`config.mk`:
```
export PLATFORM = sky130hd
export DESIGN_NAME = pk_width_fifo
export DESIGN_NICKNAME = d
export VERILOG_FILES = /design/src/rtl/pk_width_pkg.sv /design/src/rtl/pk_lane_in.sv /design/src/rtl/pk_lane_out.sv /design/src/rtl/pk_byte_ring.sv /design/src/rtl/pk_width_fifo.sv
export SDC_FILE = /design/constraint.sdc
export NUM_CORES = 1
export LEC_CHECK = 0
export ABC_AREA = 0
export BUFFER_PORTS_ARGS = -buffer_cell sky130_fd_sc_hd__buf_2
export CAP_MARGIN = 20
export CORE_ASPECT_RATIO = 1.1
export CORE_MARGIN = 4
export CORE_UTILIZATION = 55
export DETAILED_ROUTE_END_ITERATION = 10
export GPL_TIMING_DRIVEN = 0
export PLACE_DENSITY = 0.77
export SYNTH_ARGS = -nofsm -noshare
export SYNTH_HDL_FRONTEND = slang
export SYNTH_HIERARCHICAL = 1
export SYNTH_SLANG_ARGS = --single-unit
```
`constraint.sdc`:
```
create_clock -name clk -period 6.6 [get_ports clk]
set_input_delay 0 -clock clk [delete_from_list [all_inputs] [get_ports clk]]
set_output_delay 0 -clock clk [all_outputs]
set_load 0.01 [all_outputs]
```
`src/rtl/pk_width_pkg.sv`:
```
package pk_width_pkg;

  typedef enum logic [1:0] {
    SZ_BYTE = 2'd0,
    SZ_HALF = 2'd1,
    SZ_WORD = 2'd2,
    SZ_RSVD = 2'd3
  } beat_size_e;

  // Byte count of a beat size code (reserved code treated as a word).
  function automatic logic [2:0] size_to_bytes(input logic [1:0] code);
    case (code)
      SZ_BYTE: size_to_bytes = 3'd1;
      SZ_HALF: size_to_bytes = 3'd2;
      default: size_to_bytes = 3'd4;
    endcase
  endfunction

endpackage

```
`src/rtl/pk_lane_in.sv`:
```
// Turns a write beat into bytes in address order: ord byte k is the k-th byte.
module pk_lane_in #(
  parameter int LANES = 4,
  localparam int SW   = $clog2(LANES),
  localparam int NW   = $clog2(LANES + 1)
) (
  input  logic [8*LANES-1:0] beat,
  input  logic [NW-1:0]      nbytes,
  input  logic               be,
  output logic [8*LANES-1:0] ord
);

  for (genvar k = 0; k < LANES; k++) begin : g_byte
    logic [SW-1:0] sel;
    always_comb begin
      if (be) sel = SW'(nbytes - NW'(k) - NW'(1));
      else    sel = SW'(k);
      if (NW'(k) < nbytes) ord[8*k +: 8] = beat[{sel, 3'b000} +: 8];
      else                 ord[8*k +: 8] = 8'h00;
    end
  end

endmodule

```
`src/rtl/pk_lane_out.sv`:
```
// Places ordered bytes onto the lanes of a beat of nlanes lanes, nvalid filled.
module pk_lane_out #(
  parameter int LANES = 4,
  localparam int SW   = $clog2(LANES),
  localparam int NW   = $clog2(LANES + 1)
) (
  input  logic [8*LANES-1:0] ord,
  input  logic [NW-1:0]      nlanes,
  input  logic [NW-1:0]      nvalid,
  input  logic               be,
  output logic [8*LANES-1:0] beat
);

  for (genvar l = 0; l < LANES; l++) begin : g_lane
    logic [NW-1:0] idx;
    always_comb begin
      if (be) idx = nlanes - NW'(l) - NW'(1);
      else    idx = NW'(l);
      if ((NW'(l) < nlanes) && (idx < nvalid))
        beat[8*l +: 8] = ord[{idx[SW-1:0], 3'b000} +: 8];
      else
        beat[8*l +: 8] = 8'h00;
    end
  end

endmodule

```
`src/rtl/pk_byte_ring.sv`:
```
// Circular byte store with multi-byte push and pop per cycle.
module pk_byte_ring #(
  parameter int CAP   = 16,
  parameter int LANES = 4,
  localparam int PW   = $clog2(CAP),
  localparam int LW   = $clog2(CAP + 1),
  localparam int NW   = $clog2(LANES + 1)
) (
  input  logic               clk,
  input  logic               rst_n,
  input  logic               push_en,
  input  logic [NW-1:0]      push_n,
  input  logic [8*LANES-1:0] push_bytes,
  input  logic               pop_en,
  input  logic [NW-1:0]      pop_n,
  output logic [8*LANES-1:0] head_bytes,
  output logic [LW-1:0]      level
);

  logic [7:0]    mem [CAP];
  logic [PW-1:0] wr_ptr_q, wr_ptr_d;
  logic [PW-1:0] rd_ptr_q, rd_ptr_d;
  logic [LW-1:0] level_q,  level_d;

  function automatic logic [PW-1:0] wrap_add(input logic [PW-1:0] p, input int unsigned k);
    logic [PW:0] s;
    s = {1'b0, p} + (PW+1)'(k);
    if (s >= (PW+1)'(CAP)) s = s - (PW+1)'(CAP);
    return s[PW-1:0];
  endfunction

  // Next state
  always_comb begin
    wr_ptr_d = wr_ptr_q;
    rd_ptr_d = rd_ptr_q;
    level_d  = level_q;
    if (push_en) begin
      wr_ptr_d = wrap_add(wr_ptr_q, int'(push_n));
      level_d  = level_d + LW'(push_n);
    end
    if (pop_en) begin
      rd_ptr_d = wrap_add(rd_ptr_q, int'(pop_n));
      level_d  = level_d - LW'(pop_n);
    end
  end

  // Registers
  always_ff @(posedge clk or negedge rst_n) begin
    if (!rst_n) begin
      wr_ptr_q <= '0;
      rd_ptr_q <= '0;
      level_q  <= '0;
    end else begin
      wr_ptr_q <= wr_ptr_d;
      rd_ptr_q <= rd_ptr_d;
      level_q  <= level_d;
    end
  end

  // Storage, written only under the push enable
  for (genvar k = 0; k < LANES; k++) begin : g_wr
    always_ff @(posedge clk) begin
      if (push_en && (NW'(k) < push_n))
        mem[wrap_add(wr_ptr_q, k)] <= push_bytes[8*k +: 8];
    end
  end

  for (genvar k = 0; k < LANES; k++) begin : g_rd
    assign head_bytes[8*k +: 8] = mem[wrap_add(rd_ptr_q, k)];
  end

  assign level = level_q;

  // occupancy bound and no push beyond free space
  a_r3_no_overflow: assert property (@(posedge clk) disable iff (!rst_n)
    level_q <= LW'(CAP));
  a_r3_push_fits: assert property (@(posedge clk) disable iff (!rst_n)
    push_en |-> (LW'(push_n) <= LW'(CAP) - level_q));
  // never pop more than is held
  a_r4_pop_held: assert property (@(posedge clk) disable iff (!rst_n)
    pop_en |-> (LW'(pop_n) <= level_q));
  // no traffic, no change of occupancy
  a_r9_idle_hold: assert property (@(posedge clk) disable iff (!rst_n)
    (!push_en && !pop_en) |=> $stable(level_q));

endmodule

```
`src/rtl/pk_width_fifo.sv`:
```
module pk_width_fifo
  import pk_width_pkg::*;
#(
  parameter int CAP_WORDS = 4,
  parameter int LANES     = 4,
  localparam int CAP      = CAP_WORDS * LANES,
  localparam int LW       = $clog2(CAP + 1),
  localparam int NW       = $clog2(LANES + 1)
) (
  input  logic               clk,
  input  logic               rst_n,
  input  logic               endian_be,
  input  logic               flush,
  input  logic               wr_valid,
  input  logic [1:0]         wr_size,
  input  logic [8*LANES-1:0] wr_data,
  output logic               wr_ready,
  input  logic [1:0]         rd_size,
  output logic               rd_valid,
  input  logic               rd_ready,
  output logic [8*LANES-1:0] rd_data,
  output logic [NW-1:0]      rd_count,
  output logic [LW-1:0]      level
);

  logic               be_q, be_d, be_eff;
  logic [NW-1:0]      wr_n, rd_m, rd_n;
  logic               wr_fire, rd_fire, full_beat;
  logic [8*LANES-1:0] wr_ord, head;
  logic [LW-1:0]      lvl;

  // Lane order is only taken in while nothing is stored.
  always_comb begin
    be_eff = (lvl == '0) ? endian_be : be_q;
    be_d   = be_eff;
  end

  always_ff @(posedge clk or negedge rst_n) begin
    if (!rst_n) be_q <= 1'b0;
    else        be_q <= be_d;
  end

  // Handshake decisions
  always_comb begin
    wr_n      = NW'(size_to_bytes(wr_size));
    rd_m      = NW'(size_to_bytes(rd_size));
    wr_ready  = (LW'(CAP) - lvl) >= LW'(wr_n);
    full_beat = lvl >= LW'(rd_m);
    rd_valid  = full_beat || (flush && (lvl != '0));
    rd_n      = full_beat ? rd_m : NW'(lvl);
    wr_fire   = wr_valid && wr_ready;
    rd_fire   = rd_valid && rd_ready;
  end

  pk_lane_in #(.LANES(LANES)) u_in (
    .beat   (wr_data),
    .nbytes (wr_n),
    .be     (be_eff),
    .ord    (wr_ord)
  );

  pk_byte_ring #(.CAP(CAP), .LANES(LANES)) u_ring (
    .clk        (clk),
    .rst_n      (rst_n),
    .push_en    (wr_fire),
    .push_n     (wr_n),
    .push_bytes (wr_ord),
    .pop_en     (rd_fire),
    .pop_n      (rd_n),
    .head_bytes (head),
    .level      (lvl)
  );

  pk_lane_out #(.LANES(LANES)) u_out (
    .ord    (head),
    .nlanes (rd_m),
    .nvalid (rd_n),
    .be     (be_eff),
    .beat   (rd_data)
  );

  assign rd_count = rd_n;
  assign level    = lvl;

  // stored order frozen while bytes are held
  a_r8_order_frozen: assert property (@(posedge clk) disable iff (!rst_n)
    (lvl != '0) |=> $stable(be_q));
  // a short beat is only ever offered under flush
  a_r7_short_needs_flush: assert property (@(posedge clk) disable iff (!rst_n)
    (rd_valid && (rd_count < rd_m)) |-> flush);
  // an offered beat carries at least one and at most the requested bytes
  a_r4_count_range: assert property (@(posedge clk) disable iff (!rst_n)
    rd_valid |-> ((rd_count != '0) && (rd_count <= rd_m)));
  // size codes stay within the defined set
  a_r2_size_codes: assert property (@(posedge clk) disable iff (!rst_n)
    (wr_valid |-> (wr_size != SZ_RSVD)) and (rd_ready |-> (rd_size != SZ_RSVD)));

endmodule

```
== Yosys cells after proc, flatten, opt, wreduce, memory -nomap -nowiden ==
Memory sizes are Yosys's and may differ from the RTL's.
Cells that the tools add are included.
W data, S select, Z words.
Storage, ports and cells
  memories: 1
  output and inout port bits: 42
  bits in registers: 14
  memory bits (writable): 128
  bits in latches: 0
  bits in read-only memories: 0
Operators by class
  reductions and logical operators: 16
  $mul: 0
  divide/modulo/power cells: 0
  mux-type cells: 44
  equal/unequal tests: 2
  bitwise gates (word level): 0
  $add $sub $neg: 33
  magnitude comparators: 24
  shifts and indexed selects: 8
Memories
  u_ring.mem: depth 16, bits a word 8, read ports 4, clocked after memory_dff 0, write ports 4, line pk_byte_ring.sv:20  | logic [7:0] mem [CAP];
Operator list (count)
  $shiftx A32 B6 Y8: 8
  $mux W8: 8
  $mux W4: 14
  $ge A5 B5 Y1 const B: 8
  $sub A4 B1 Y4 const B: 10
  $add A4 B2 Y5 const B: 4
  $mux W3: 5
  $lt A1 B3 Y1 const A: 4
  $lt A2 B3 Y1 const A: 4
  $lt A3 B3 Y1: 4
  $pmux W3 S2: 2
  $sub A3 B1 Y3 const B: 4
  $logic_and A1 B1 Y1: 11
  $add A4 B1 Y5 const B: 2
  $add A4 B3 Y5: 2
  $ge A4 B5 Y1 const B: 2
  $ge A5 B3 Y1: 2
  $mux W5: 2
  $mux W1: 9
  $mux W2: 4
  $sub A2 B1 Y2 const B: 4
  $sub A3 B2 Y3 const B: 2
  $add A5 B3 Y5: 1
  $logic_not A5 Y1: 1
  other kinds (7): 10

== Longest topological paths before layout ==
  depth in word-level cells: 8
  mapped depth: 18

== By module ==
The synthesis kept the hierarchy.
By module, submodules not included
  pk_byte_ring: area each 13573.0 um^2, seq. area each 4169.0 um^2, times used 1, cells an instance 1385
  pk_lane_out: area each 1327.5 um^2, seq. area each 0.0 um^2, times used 1, cells an instance 137
  pk_lane_in: area each 950.9 um^2, seq. area each 0.0 um^2, times used 1, cells an instance 146
  pk_width_fifo: area each 347.8 um^2, seq. area each 25.0 um^2, times used 1, cells an instance 41

== Least setup slack after synthesis ==
OpenSTA, ideal clock, no wires.
  path type: reg2reg
  start: register u_ring.level_q[0], in the netlist u_ring/level[0]
  end: register u_ring.level_q[4], in the netlist u_ring/level[4]
  buffers on the path: 2
  arrival: 3843 ps
  setup slack: 2677 ps
  stages on the path, launching flop included: 17
  setup time: 79 ps
  period minus slack after synthesis: 3923 ps
  data required time: 6521 ps
  path through: dfrtp_1 > inv_1 > ha_1 > ha_1 > o21ai_0 > a21oi_1 > or4b_4 > and2_1 > buf_2 > buf_1 > mux2i_1 > ha_1 > fa_1 > o21ai_0 > nor2b_1 > o32ai_1 > xor2_1
On the way
  cells in the longest elaborated chain, start to end: 6
RTL lines
  start, declared: line pk_byte_ring.sv:23  | logic [LW-1:0] level_q, level_d;
  start signal, assigned: line pk_byte_ring.sv:56  | level_q <= level_d;
  $sub A5 B5 Y5 *: line pk_width_fifo.sv:47  | wr_ready = (LW'(CAP) - lvl) >= LW'(wr_n);
  $ge A5 B3 Y1 *: line pk_width_fifo.sv:47
  named net wr_ready: line pk_width_fifo.sv:17  | output logic wr_ready,
  $logic_and A1 B1 Y1 *: line pk_width_fifo.sv:51  | wr_fire = wr_valid && wr_ready;
  named net wr_fire: line pk_width_fifo.sv:28  | logic wr_fire, rd_fire, full_beat;
  $mux W5 *: line pk_byte_ring.sv:37  | if (push_en) begin
  $sub A5 B3 Y5: line pk_byte_ring.sv:43  | level_d = level_d - LW'(pop_n);
  $mux W5 *: line pk_byte_ring.sv:41  | if (pop_en) begin
  named net u_ring.level_d[4]: line pk_byte_ring.sv:23
Mark *: on every way through the listed nets, which the timed path passes. The rest lies on a longest branch.
A chain may end at the register's enable or synchronous reset.

== Worst setup path in the final report ==
  start: register u_ring.rd_ptr_q[1]
  end: output rd_data[0]
On the way
  cells in the longest elaborated chain, start to end: 6
RTL lines
  start, declared: line pk_byte_ring.sv:22  | logic [PW-1:0] rd_ptr_q, rd_ptr_d;
  start signal, assigned: line pk_byte_ring.sv:55  | rd_ptr_q <= rd_ptr_d;
  $add A4 B2 Y5 *: line pk_byte_ring.sv:27  | s = {1'b0, p} + (PW+1)'(k);
  $sub A4 B1 Y4 or $ge A5 B5 Y1 (tied branches): line pk_byte_ring.sv:28  | if (s >= (PW+1)'(CAP)) s = s - (PW+1)'(CAP);
  $mux W4 *: line pk_byte_ring.sv:28
  $mem_v2 Z16 W8 *
  named net head[24]: line pk_width_fifo.sv:29  | logic [8*LANES-1:0] wr_ord, head;
  $shiftx A32 B6 Y8 *: line pk_lane_out.sv:20  | beat[8*l +: 8] = ord[{idx[SW-1:0], 3'b000} +: 8];
  $mux W8 *: line pk_lane_out.sv:19  | if ((NW'(l) < nlanes) && (idx < nvalid))
  end, declared: line pk_width_fifo.sv:21  | output logic [8*LANES-1:0] rd_data,
Marks and branches as above.

==> reports/qor.txt <==
post-synthesis register bit count: 142
Final Cycle Share: 97.00%
Post-synth EDFFs: 128
DR WL/cell: 34.13 microns
syn_nets: 1794
worst skew pair latency: 440 ps
Seq/Total Area, Yosys: 25.89%
hold_ws: 49.16 ps
TritonCTS buffer count: 17
status: completed
Avg Inst Size Synth: 9.479 sq um
Reg area: 4194 sq um
kind of critical path: register to output pin
dpl hpwl: 57270 microns
Yosys cell types: 76
PwrDens: 606.0 nW/um^2
nets: 1910
cts repair resizes: 0
CP bufs+invs: 7
CP endpoint kind: output pin
Metal-1 WL: 25710 microns
critical path's slowest cell: clkbuf_1
Worst Skew: 20.29 ps
dpl ws: 1063 ps
peak supply drop: 0.0003427 V
Routed Antenna Nets: 0
layout cells sized above 1: 21.38%
ys async rst share: 9.859%
CTS tree: built
final period demand of the worst path: 6402 ps
Reg clk slew, reported paths: 80 ps
PortBufs: 83
Hold Vio Cnt, Final: 0
max-cap violations: 0
Critical Path AT: 6400 ps
Vias: 17110
crit path cell chain: buf_2 > buf_2 > clkbuf_1 > clkinv_1 > ha_1 > clkbuf_1 > clkbuf_1 > mux4_2 > mux2i_1 > mux2i_1 > mux4_2 > nor3b_1 > buf_2
startpoint types: register
CP top delay family: buffers and inverters
hold_buf cts: 1
final setup margin: 198.1 ps
clock root buffer: clkbuf_16
Multi-input gate area: 11130 sq um
first-pass GRT wire length: 108300 microns
Rel. slew slack: 16.62%
Tightest Pin Transition: 1241 ps
total track usage: 45.87%
Core ar.: 28870 sq um
vias in the first global route: 15940
H-tree levels: 4
endpoints failing setup: 0
I/O Pins: 84
DIE WIDTH: 171.6 microns
leading cell type in the layout, fill and taps excluded: nand2_1
Post-Syn Area: 16200 sq um
Placer Congestion: 1.119
residual DRC count: 0
row cnt: 65
Main synth FF type: edfxtp_1
Slew Viols, Final: 0
total power: 10.79 mW
Yosys warnings: 6
Via density: 7.751
final setup TNS: 0 ps
met2 WL: 31970 microns
Leak: 6.708 nW
Routed WL: 75330 microns
Starting Density: 56.11%
Worst Hold Class: input port to async pin
largest net degree at the start of global routing: 19
DRT iter0 DRCs: 3129
routed length on met3: 10460 microns
crit-path max cell delay: 630 ps
CP Max Fanout: 11
antenna violations before repair: 3
clock buffer depth: 2
die area: 32270 sq um
DR top layer: met5
area grow syn2layout: 9.863%
first drt pass iteration count: 7
height of the die: 188.0 microns
Mapped Cells: 1709
Setup Buffers After CTS: 0
CTS sink count: 142
Critical Path RT: 6600 ps
gr ovfl total: 0
max frequency: 156.2 MHz
Fill cells: 2392
most frequent cells in the layout: 227 x nand2_1, 138 x o21ai_0, 137 x buf_2, 134 x mux4_2, 128 x edfxtp_1
unrepaired setup endpoints after global routing: false
final timing paths:
kind	startpoint	to	slack, ps	cells past startpoint
setup / recovery	u_ring/rd_ptr_q[1]	rd_data[0]	200	13
hold / removal	rst_n	u_ring/wr_ptr_q[2]	50	2
setup reg to reg	u_ring/level[0]	u_ring/mem[10][5]	940	13
hold reg to reg	u_ring/level[4]	u_ring/level[4]	580	1
max in group asynchronous	rst_n	u_ring/level[4]	6190	2
min in group clk	endian_be	be_q	80	2
layout make-up:
| class | instances | area share [%] |
|---|---|---|
| repair buffers | 97 | 2.967 |
| clock inverters | 15 | 1.019 |
| plain buffers | 161 | 4.204 |
| inverters | 30 | 0.7030 |
| clock buffers | 17 | 2.390 |
| multi-input cells | 1376 | 62.55 |
| well taps | 368 | 2.587 |
| diodes | 1 | 0.01406 |
| flip-flops and latches | 142 | 23.57 |
Yosys cell counts, types with 5 or more instances:
master    instances  area (sq um)
a211oi_1         90         675.7
a21o_1            5         37.54
a21oi_1          58         290.3
a221oi_1         19         166.4
a22oi_1           5         37.54
a31oi_1          17         106.4
and2_1           20         125.1
and3_1           68         425.4
and3b_1          10         87.58
buf_1            22         82.58
buf_2            53         265.3
buf_4             7         52.55
clkbuf_1         73         274.0
dfrtp_1          14         350.3
edfxtp_1        128          3844
ha_1             39         488.0
inv_1            28         105.1
mux2_1            8         90.09
mux2_2           41         461.7
mux2i_1          98         980.9
mux4_2          134          3018
nand2_1         227         852.1
nand2b_1         21         131.4
nand3_1          19         95.09
nor2_1           93         349.1
nor2b_1          28         175.2
nor3_1           12         60.06
nor3b_1          17         127.6
nor4_1            9         56.30
o211ai_1          5         37.54
o21ai_0         138         690.7
o21ai_1          17         85.08
o22ai_1          60         375.4
o31ai_1          34         255.2
or3_1             7         43.79
xnor2_1          15         131.4
xor2_1            6         52.55
state kept, by name (all words and copies together) (netlist names):
name             cells
u_ring/level         5
u_ring/mem         128
be_q                 1
u_ring/rd_ptr_q      4
u_ring/wr_ptr_q      4
where the power goes:
group | switching, mW | internal [mW] | leakage, nW
Clock | 0.469 | 0.516 | 0.296
Sequential | 0.302 | 1.40 | 1.33
Combinational | 4.95 | 3.14 | 5.08
per-layer routing:
layer	track usage (%)	up-vias
li1	-	6880
met1	57.56	8037
met2	67.62	1696
met3	14.89	489
met4	29.96	4
met5	0	-
stage by stage:
step	cell area [sq um]	util, %	instances
4_1_cts	17730	61.40	2198
2_1_floorplan	16200	-	1709
6_report	17800	61.64	2207
3_3_place_gp	17080	59.14	2160
3_5_place_dp	17110	59.26	2165
5_1_grt	17790	61.63	2206
cell families (layout without fill, tap and decap cells):
| group | Yosys count | in the layout | synth area share (%) |
|---|---|---|---|
| AO/OA/AOI/OAI | 467 | 467 | 18.15 |
| flip-flops | 142 | 142 | 25.89 |
| buffers and inverters | 191 | 320 | 5.391 |
| other | 0 | 1 | 0 |
| XOR/XNOR | 22 | 22 | 1.236 |
| multiplexers | 285 | 285 | 28.60 |
| adder cells (fa/ha/maj) | 43 | 43 | 3.507 |
| AND/OR/NAND/NOR | 559 | 559 | 17.22 |
No activity file was read; power rests on OpenSTA's default activity.
